--- config.mk ---
export PLATFORM = sky130hd
export DESIGN_NAME = cordic_pair_rotator
export DESIGN_NICKNAME = d
export VERILOG_FILES = /design/src/rtl/cpr_pkg.sv /design/src/rtl/cpr_bank.sv /design/src/rtl/cpr_micro_rot.sv /design/src/rtl/cpr_gain_sat.sv /design/src/rtl/cordic_pair_rotator.sv
export SDC_FILE = /design/constraint.sdc
export NUM_CORES = 2
export LEC_CHECK = 0
export ABC_AREA = 1
export BUFFER_PORTS_ARGS = -buffer_cell sky130_fd_sc_hd__buf_2
export CORE_ASPECT_RATIO = 1.4
export CORE_MARGIN = 2
export CORE_UTILIZATION = 57
export DETAILED_ROUTE_END_ITERATION = 7
export GPL_TIMING_DRIVEN = 1
export PLACE_DENSITY_LB_ADDON = 0.3
export REMOVE_ABC_BUFFERS = 1
export SLEW_MARGIN = 15
export SYNTH_ARGS = -nofsm -noshare
export SYNTH_HDL_FRONTEND = slang
export SYNTH_SLANG_ARGS = --single-unit
--- constraint.sdc ---
create_clock -name clk -period 7.2 [get_ports clk]
set_input_delay 1.8 -clock clk [delete_from_list [all_inputs] [get_ports clk]]
set_output_delay 1.8 -clock clk [all_outputs]
set_load 0.01 [all_outputs]
--- src/rtl/cpr_pkg.sv ---
// Package: shared constants for the coefficient plane rotator.
// Holds the default widths, the guard-bit budget and the shift amounts of
// the fixed gain correction, which is tuned for about eight micro-rotations.
package cpr_pkg;

    localparam int CPR_COEF_W = 12;   // coefficient word width
    localparam int CPR_ITER   = 8;    // micro-rotation count
    localparam int CPR_FRAC   = 2;    // fraction bits kept inside the pipe
    localparam int CPR_GUARD  = 2;    // integer guard bits for CORDIC growth
    localparam int CPR_LANES  = 4;    // cc, cs, sc, ss

    // Shifts of the gain correction 1/K ~ 2^-1 + 2^-3 - 2^-6 - 2^-9
    localparam int GAIN_SH_A = 1;
    localparam int GAIN_SH_B = 3;
    localparam int GAIN_SH_C = 6;
    localparam int GAIN_SH_D = 9;

    typedef enum logic {
        ROT_FWD = 1'b0,
        ROT_BWD = 1'b1
    } rot_mode_e;

endpackage

--- src/rtl/cpr_bank.sv ---
// Module: one-cycle input register bank.
// Captures the four previous-frame coefficients and the direction vector
// when the strobe is high and holds them otherwise. Backward mode is folded
// in here by inverting the direction vector once.
// Assumes: synchronous active-low reset; inputs are stable at the edge.
module cpr_bank
    import cpr_pkg::*;
#(
    parameter int W     = CPR_COEF_W,
    parameter int ITER  = CPR_ITER,
    parameter int LANES = CPR_LANES
) (
    input  logic                        clk,
    input  logic                        rst_n,
    input  logic                        vld_in,
    input  logic                        mode_in,
    input  logic [ITER-1:0]             dir_in,
    input  logic [LANES-1:0][W-1:0]     data_in,
    output logic                        vld_q,
    output logic [ITER-1:0]             dir_q,
    output logic [LANES-1:0][W-1:0]     data_q
);

    // Purpose: capture a new coefficient set on the strobe, hold it otherwise.
    always_ff @(posedge clk) begin
        if (!rst_n) begin
            vld_q  <= 1'b0;
            dir_q  <= '0;
            data_q <= '0;
        end else begin
            vld_q <= vld_in;
            if (vld_in) begin
                dir_q  <= (rot_mode_e'(mode_in) == ROT_BWD) ? ~dir_in : dir_in;
                data_q <= data_in;
            end
        end
    end

    // Data seen without the strobe must not reach the bank
    assert_bank_hold_R8: assert property (@(posedge clk) disable iff (!rst_n)
        !vld_in |=> ($stable(data_q) && $stable(dir_q)));

endmodule

--- src/rtl/cpr_micro_rot.sv ---
// Module: one combinational CORDIC micro-rotation applied to every lane pair.
// Even lanes are x, odd lanes are y. The shift amount is fixed per
// instance, so the stage reduces to two arithmetic shifts and two adders
// for each pair.
// Assumes: the word is wide enough that x and y never wrap.
module cpr_micro_rot
    import cpr_pkg::*;
#(
    parameter int IW    = CPR_COEF_W + CPR_GUARD + CPR_FRAC,
    parameter int SHIFT = 0,
    parameter int LANES = CPR_LANES
) (
    input  logic [LANES-1:0][IW-1:0] lanes_in,
    input  logic                     rot_ccw,
    output logic [LANES-1:0][IW-1:0] lanes_out
);

    localparam int PAIRS = LANES / 2;

    for (genvar p = 0; p < PAIRS; p++) begin : g_pair
        logic signed [IW-1:0] x_cur, y_cur, x_sh, y_sh;

        // Purpose: shift-and-add micro-rotation of one (x, y) pair.
        always_comb begin
            x_cur = $signed(lanes_in[2*p]);
            y_cur = $signed(lanes_in[2*p+1]);
            x_sh  = x_cur >>> SHIFT;
            y_sh  = y_cur >>> SHIFT;
            if (rot_ccw) begin
                lanes_out[2*p]   = x_cur - y_sh;
                lanes_out[2*p+1] = y_cur + x_sh;
            end else begin
                lanes_out[2*p]   = x_cur + y_sh;
                lanes_out[2*p+1] = y_cur - x_sh;
            end
        end
    end

endmodule

--- src/rtl/cpr_gain_sat.sv ---
// Module: fixed CORDIC gain correction, fraction removal and saturation.
// Multiplies by about 0.6074 using four shifted terms, drops the fraction
// bits and clamps the result to the W-bit two's complement range.
// Assumes: the input carries FRAC fraction bits and has not wrapped.
module cpr_gain_sat
    import cpr_pkg::*;
#(
    parameter int W    = CPR_COEF_W,
    parameter int FRAC = CPR_FRAC,
    parameter int IW   = CPR_COEF_W + CPR_GUARD + CPR_FRAC
) (
    input  logic [IW-1:0] val_in,
    output logic [W-1:0]  val_out
);

    localparam logic signed [IW-1:0] SAT_HI = IW'((2 ** (W - 1)) - 1);
    localparam logic signed [IW-1:0] SAT_LO = ~SAT_HI;

    logic signed [IW-1:0] v_s, corr, scaled;

    // Purpose: apply the shift-add gain correction and drop the fraction.
    always_comb begin
        v_s    = $signed(val_in);
        corr   = (v_s >>> GAIN_SH_A) + (v_s >>> GAIN_SH_B)
               - (v_s >>> GAIN_SH_C) - (v_s >>> GAIN_SH_D);
        scaled = corr >>> FRAC;
    end

    // Purpose: clamp the corrected value into the output word range.
    always_comb begin
        if (scaled > SAT_HI) begin
            val_out = SAT_HI[W-1:0];
        end else if (scaled < SAT_LO) begin
            val_out = SAT_LO[W-1:0];
        end else begin
            val_out = scaled[W-1:0];
        end
    end

    // Saturation keeps the sign of the corrected value
    always_comb begin
        if (scaled > 0) begin
            assert_sat_keeps_sign_R6: assert (!val_out[W-1]);
        end else if (scaled < 0) begin
            assert_sat_neg_sign_R6: assert (val_out[W-1]);
        end
    end

endmodule

--- src/rtl/cordic_pair_rotator.sv ---
// Module: top of the pipelined CORDIC coefficient plane rotator.
// Register bank -> ITER micro-rotation stages with a register between
// each pair of stages -> gain correction and saturation into the output
// register. Latency is ITER+1 edges; the valid strobe runs with the data.
// Assumes: ITER >= 2; the direction vector is precomputed per frequency.
module cordic_pair_rotator
    import cpr_pkg::*;
#(
    parameter int COEF_W = CPR_COEF_W,
    parameter int ITER   = CPR_ITER,
    parameter int FRAC   = CPR_FRAC
) (
    input  logic              clk,
    input  logic              rst_n,
    input  logic              in_valid,
    input  logic              in_mode,
    input  logic [ITER-1:0]   in_dirs,
    input  logic [COEF_W-1:0] in_cc,
    input  logic [COEF_W-1:0] in_cs,
    input  logic [COEF_W-1:0] in_sc,
    input  logic [COEF_W-1:0] in_ss,
    output logic              out_valid,
    output logic [COEF_W-1:0] out_cc,
    output logic [COEF_W-1:0] out_cs,
    output logic [COEF_W-1:0] out_sc,
    output logic [COEF_W-1:0] out_ss
);

    localparam int LANES = CPR_LANES;
    localparam int IW    = COEF_W + CPR_GUARD + FRAC;
    localparam int CNT_W = $clog2(ITER + 2) + 1;

    // ---------------- input register bank ----------------
    logic                         bank_vld;
    logic [ITER-1:0]              bank_dir;
    logic [LANES-1:0][COEF_W-1:0] bank_data;
    logic [LANES-1:0][COEF_W-1:0] in_lanes;

    assign in_lanes = {in_ss, in_sc, in_cs, in_cc};

    cpr_bank #(.W(COEF_W), .ITER(ITER), .LANES(LANES)) u_bank (
        .clk     (clk),
        .rst_n   (rst_n),
        .vld_in  (in_valid),
        .mode_in (in_mode),
        .dir_in  (in_dirs),
        .data_in (in_lanes),
        .vld_q   (bank_vld),
        .dir_q   (bank_dir),
        .data_q  (bank_data)
    );

    // ---------------- widen to the internal word ----------------
    logic [LANES-1:0][IW-1:0] widened;

    for (genvar l = 0; l < LANES; l++) begin : g_widen
        assign widened[l] = {{CPR_GUARD{bank_data[l][COEF_W-1]}}, bank_data[l], {FRAC{1'b0}}};
    end

    // ---------------- micro-rotation pipeline ----------------
    logic [LANES-1:0][IW-1:0] stg_in  [ITER];
    logic [LANES-1:0][IW-1:0] stg_out [ITER];
    logic                     stg_vld [ITER];
    logic [ITER-1:0]          stg_bit;

    assign stg_in[0]  = widened;
    assign stg_vld[0] = bank_vld;

    for (genvar i = 0; i < ITER; i++) begin : g_stage
        // direction bit i, delayed i cycles to stay aligned with its data
        if (i == 0) begin : g_dir_now
            assign stg_bit[0] = bank_dir[0];
        end else begin : g_dir_dly
            localparam int DW = i;
            logic [DW-1:0] dir_sr;

            // Purpose: delay line aligning direction bit i with stage i.
            always_ff @(posedge clk) begin
                if (!rst_n) begin
                    dir_sr <= '0;
                end else begin
                    dir_sr <= (dir_sr << 1) | DW'(bank_dir[i]);
                end
            end
            assign stg_bit[i] = dir_sr[DW-1];
        end

        cpr_micro_rot #(.IW(IW), .SHIFT(i), .LANES(LANES)) u_rot (
            .lanes_in  (stg_in[i]),
            .rot_ccw   (stg_bit[i]),
            .lanes_out (stg_out[i])
        );

        if (i < ITER - 1) begin : g_pipe
            logic [LANES-1:0][IW-1:0] stage_q;
            logic                     vld_q;

            // Purpose: pipeline latch between micro-rotation i and i+1.
            always_ff @(posedge clk) begin
                if (!rst_n) begin
                    stage_q <= '0;
                    vld_q   <= 1'b0;
                end else begin
                    stage_q <= stg_out[i];
                    vld_q   <= stg_vld[i];
                end
            end
            assign stg_in[i+1]  = stage_q;
            assign stg_vld[i+1] = vld_q;
        end
    end

    // ---------------- gain correction, saturation, output ----------------
    logic [LANES-1:0][COEF_W-1:0] sat_res;
    logic [LANES-1:0][COEF_W-1:0] out_q;
    logic                         out_vld_q;

    for (genvar l = 0; l < LANES; l++) begin : g_gain
        cpr_gain_sat #(.W(COEF_W), .FRAC(FRAC), .IW(IW)) u_gain (
            .val_in  (stg_out[ITER-1][l]),
            .val_out (sat_res[l])
        );
    end

    // Purpose: output register holding the corrected coefficients.
    always_ff @(posedge clk) begin
        if (!rst_n) begin
            out_q     <= '0;
            out_vld_q <= 1'b0;
        end else begin
            out_q     <= sat_res;
            out_vld_q <= stg_vld[ITER-1];
        end
    end

    assign out_valid = out_vld_q;
    assign out_cc    = out_q[0];
    assign out_cs    = out_q[1];
    assign out_sc    = out_q[2];
    assign out_ss    = out_q[3];

    // ---------------- checker state and assertions ----------------
    logic [CNT_W-1:0] since_rst;
    logic [CNT_W-1:0] in_flight;

    // Purpose: count edges since reset, saturating past the pipeline depth.
    always_ff @(posedge clk) begin
        if (!rst_n) begin
            since_rst <= '0;
        end else if (since_rst <= CNT_W'(ITER)) begin
            since_rst <= since_rst + 1'b1;
        end
    end

    // Purpose: count accepted sets that have not yet left the block.
    always_ff @(posedge clk) begin
        if (!rst_n) begin
            in_flight <= '0;
        end else begin
            in_flight <= in_flight + CNT_W'(in_valid) - CNT_W'(out_valid);
        end
    end

    // No result can leave before the pipeline has filled
    assert_quiet_after_reset_R1: assert property (@(posedge clk) disable iff (!rst_n)
        (since_rst <= CNT_W'(ITER)) |-> !out_valid);

    // Every result matches an accepted set; never more in flight than stages
    assert_result_has_source_R2: assert property (@(posedge clk) disable iff (!rst_n)
        out_valid |-> (in_flight != '0));

    assert_inflight_bound_R2: assert property (@(posedge clk) disable iff (!rst_n)
        in_flight <= CNT_W'(ITER + 1));

endmodule

==> results.ini <==
[clock_tree]
holdBufCountCts = 0
clkLatencyLatePin_ns = 0.63
ctsResizeCount = 0
clk_pin_slew_ns = 0.06
cts.sinks = 569
cts.htree.levels = 3
cts_tree = built
clockRootBuffer = clkbuf_16
cts-buffers-inserted = 66
clockBufferDepth = 3
postCtsSetupRepairBufs = 0

[finish]
fin_util = 0.6188
n_antenna_cell = 0
syn2layout_area_growth_pct = 7.311
nets = 8565
fill_cells = 8465
final_layout_size_suffix_gt1_frac = 0.04522
fin_cells = 9038
layout_commonest_cell = nand2_1
layout_common_cells = nand2_1, inv_1, a21oi_1

[setup_path]
cp-endpoint = out_sc[1]
critical_path.startpoint_type = flip-flop
crit_family = adder cells
crit_slowest_cell = fa_1
rr_startpoint = g_stage[7].g_dir_dly.dir_sr[6]
crit_fanout = 27
startpoint = g_stage[7].g_dir_dly.dir_sr[6]
rr_endpoint = out_sc[1]
crit_path_end_kind = flip-flop
cp_data_arrival_time_ns = 6.20
path_depth = 31
reg2reg_depth = 31
critical_path_class = reg -> reg
cp_slowest_stage_delay_ns = 0.49
cp_common_cell = nand2_1
worstPathRequired_ns = 7.67
crit_buf_inv = 7
reg2reg_slack_ns = 1.47

[timing]
setup-tns-final_ns = 0
worst_slew_pin_slew_ns = 1.005
finalSetupViolCount = 0
setup_slack_ns = 1.471
relSlewSlack = 0.3294
fmax_mhz = 174.5
finalHoldViolCount = 0
finalCritPeriodShare = 0.7957
slew_viol_final = 0
rsz0062_at_grt = false
clock_skew_ns = 0.02399
min_period_ns = 5.729

[run_status]
status = finished clean

[grt]
grt_pass1_wl_mm = 225.6
grt-ovfl-total = 0
grt_max_degree = 145
grt_pass1_vias = 49274
antenna_found_initial = 1
grtUsageTotal = 0.2923

[placed_design]
hpwlAfterDp_mm = 112.0
placed_cells = 8919
place.port_buffers = 108
gp_congestion = 0.9885
dp_slack_ns = 1.514

[synthesis]
async_reset_ff_frac = 0
synth_area_leader_cell = dfxtp_1
avgSynthCellArea_um2 = 6.683
synthCells = 7762
yosysWarnings = 0
ys_types = 64
netlist.area_leader.share = 0.2196
synth_area_leaders = dfxtp_1, ha_1, nand2_1
synth_edf_count = 0
ys_ff_latch = 569
synthFlopType = dfxtp_1
synthesis.area_um2 = 51870
synth-seq-area-share = 0.2196

[die]
rows = 130
die_height_um = 360.9
core_area_um2 = 89950
die_x_um = 259.0
initial_utilization = 0.5767
io_pins = 109
die_area_um2 = 93470

[routing]
ant_nets = 0
vias = 49458
vias_per_cell = 5.472
drcViolationCount = 0
routedWlPerCell_um = 15.38
drt-initial-drc-count = 2460
finalWirelength_mm = 139.0
firstDrtPassIters = 6

[run]
drv_cap = 0

[hold_path]
holdCritPathClass = reg -> reg

[layout make-up]
| cell class | instances | area [µm²] | share of cell area |
|---|---|---|---|
| clock inverters | 24 | 316.6 | 0.005687 |
| repair buffers | 125 | 690.7 | 0.01241 |
| flip-flops and latches | 569 | 11390 | 0.2047 |
| well taps | 1188 | 1486 | 0.02670 |
| inverters | 1336 | 5017 | 0.09014 |
| clock buffers | 95 | 1973 | 0.03545 |
| multi-input cells | 5701 | 34790 | 0.6250 |
[registers in the layout, summed over array words and instances, names as in the netlist]
signal and flops:
g_stage.g_pipe.stage_q 428, u_bank.data_q 48, g_stage.g_dir_dly.dir_sr 28, out_cc 12, out_cs 12, out_sc 12
out_ss 12, u_bank.dir_q 8, g_stage.g_pipe.vld_q 7, out_valid 1, u_bank.vld_q 1
[cells by family after synthesis]
logic type	count (synthesis)	synth area share
simple gates	2732	0.2188
compound gates	1834	0.1948
buf+inv	1492	0.1098
fa+ha+maj	706	0.1825
flops	569	0.2196
xor+xnor	429	0.07454
[worst min path at each step]
stage	cells after the start	slack, ns	from	endpoint
6_report	2	0.41	g_stage[6].g_dir_dly.dir_sr[1]	g_stage[6].g_dir_dly.dir_sr[2]
5_1_grt	2	0.43	g_stage[6].g_dir_dly.dir_sr[1]	g_stage[6].g_dir_dly.dir_sr[2]
4_1_cts	2	0.41	g_stage[6].g_dir_dly.dir_sr[1]	g_stage[6].g_dir_dly.dir_sr[2]
3_5_place_dp	2	0.40	g_stage[7].g_dir_dly.dir_sr[3]	g_stage[7].g_dir_dly.dir_sr[4]
3_3_place_gp	2	0.40	g_stage[6].g_dir_dly.dir_sr[2]	g_stage[6].g_dir_dly.dir_sr[3]
2_1_floorplan	2	0.39	u_bank.vld_q	g_stage[0].g_pipe.vld_q
[per-stage QoR]
stage / hold WS, ns / cell area (µm²)
3_3_place_gp: 0.3988 / 53370
5_1_grt: 0.4280 / 55660
3_5_place_dp: 0.3970 / 53370
2_1_floorplan: 0.3900 / 51190
4_1_cts: 0.4089 / 55660
6_report: 0.4061 / 55660
[worst min-delay path: cells and delay by family (launching register included)]
kind	cells	cell delay [ns]
and+or+nand+nor	1	0.04
buffers and inverters	1	0.04
DFF	1	0.30
[routing by layer]
| metal | part of all wire | global-route usage |
|---|---|---|
| met4 | 0.087 | 0.2376 |
| met2 | 0.55 | 0.5980 |
| met1 | 0.33 | 0.2469 |
| met3 | 0.030 | 0.02921 |
| met5 | 0.000079 | 0 |
[synthesized netlist by cell type, types with 41 or more instances]
cell type and n:
a21oi_1 893, nor2_1 630, ha_1 622, fa_1 84
nand2_2 41, nor3_1 94, a21o_1 62, a21boi_0 48
nand4_1 65, o21ai_0 563, xor2_1 327, nand2_1 1495
o21a_1 52, nand3_1 331, a31oi_1 59, inv_1 1322
xnor2_1 92, clkbuf_1 102, dfxtp_1 569
Power is left out: the tool's default activity adds up to more than one toggle a clock period on the data nets, which glitch-free logic cannot reach.
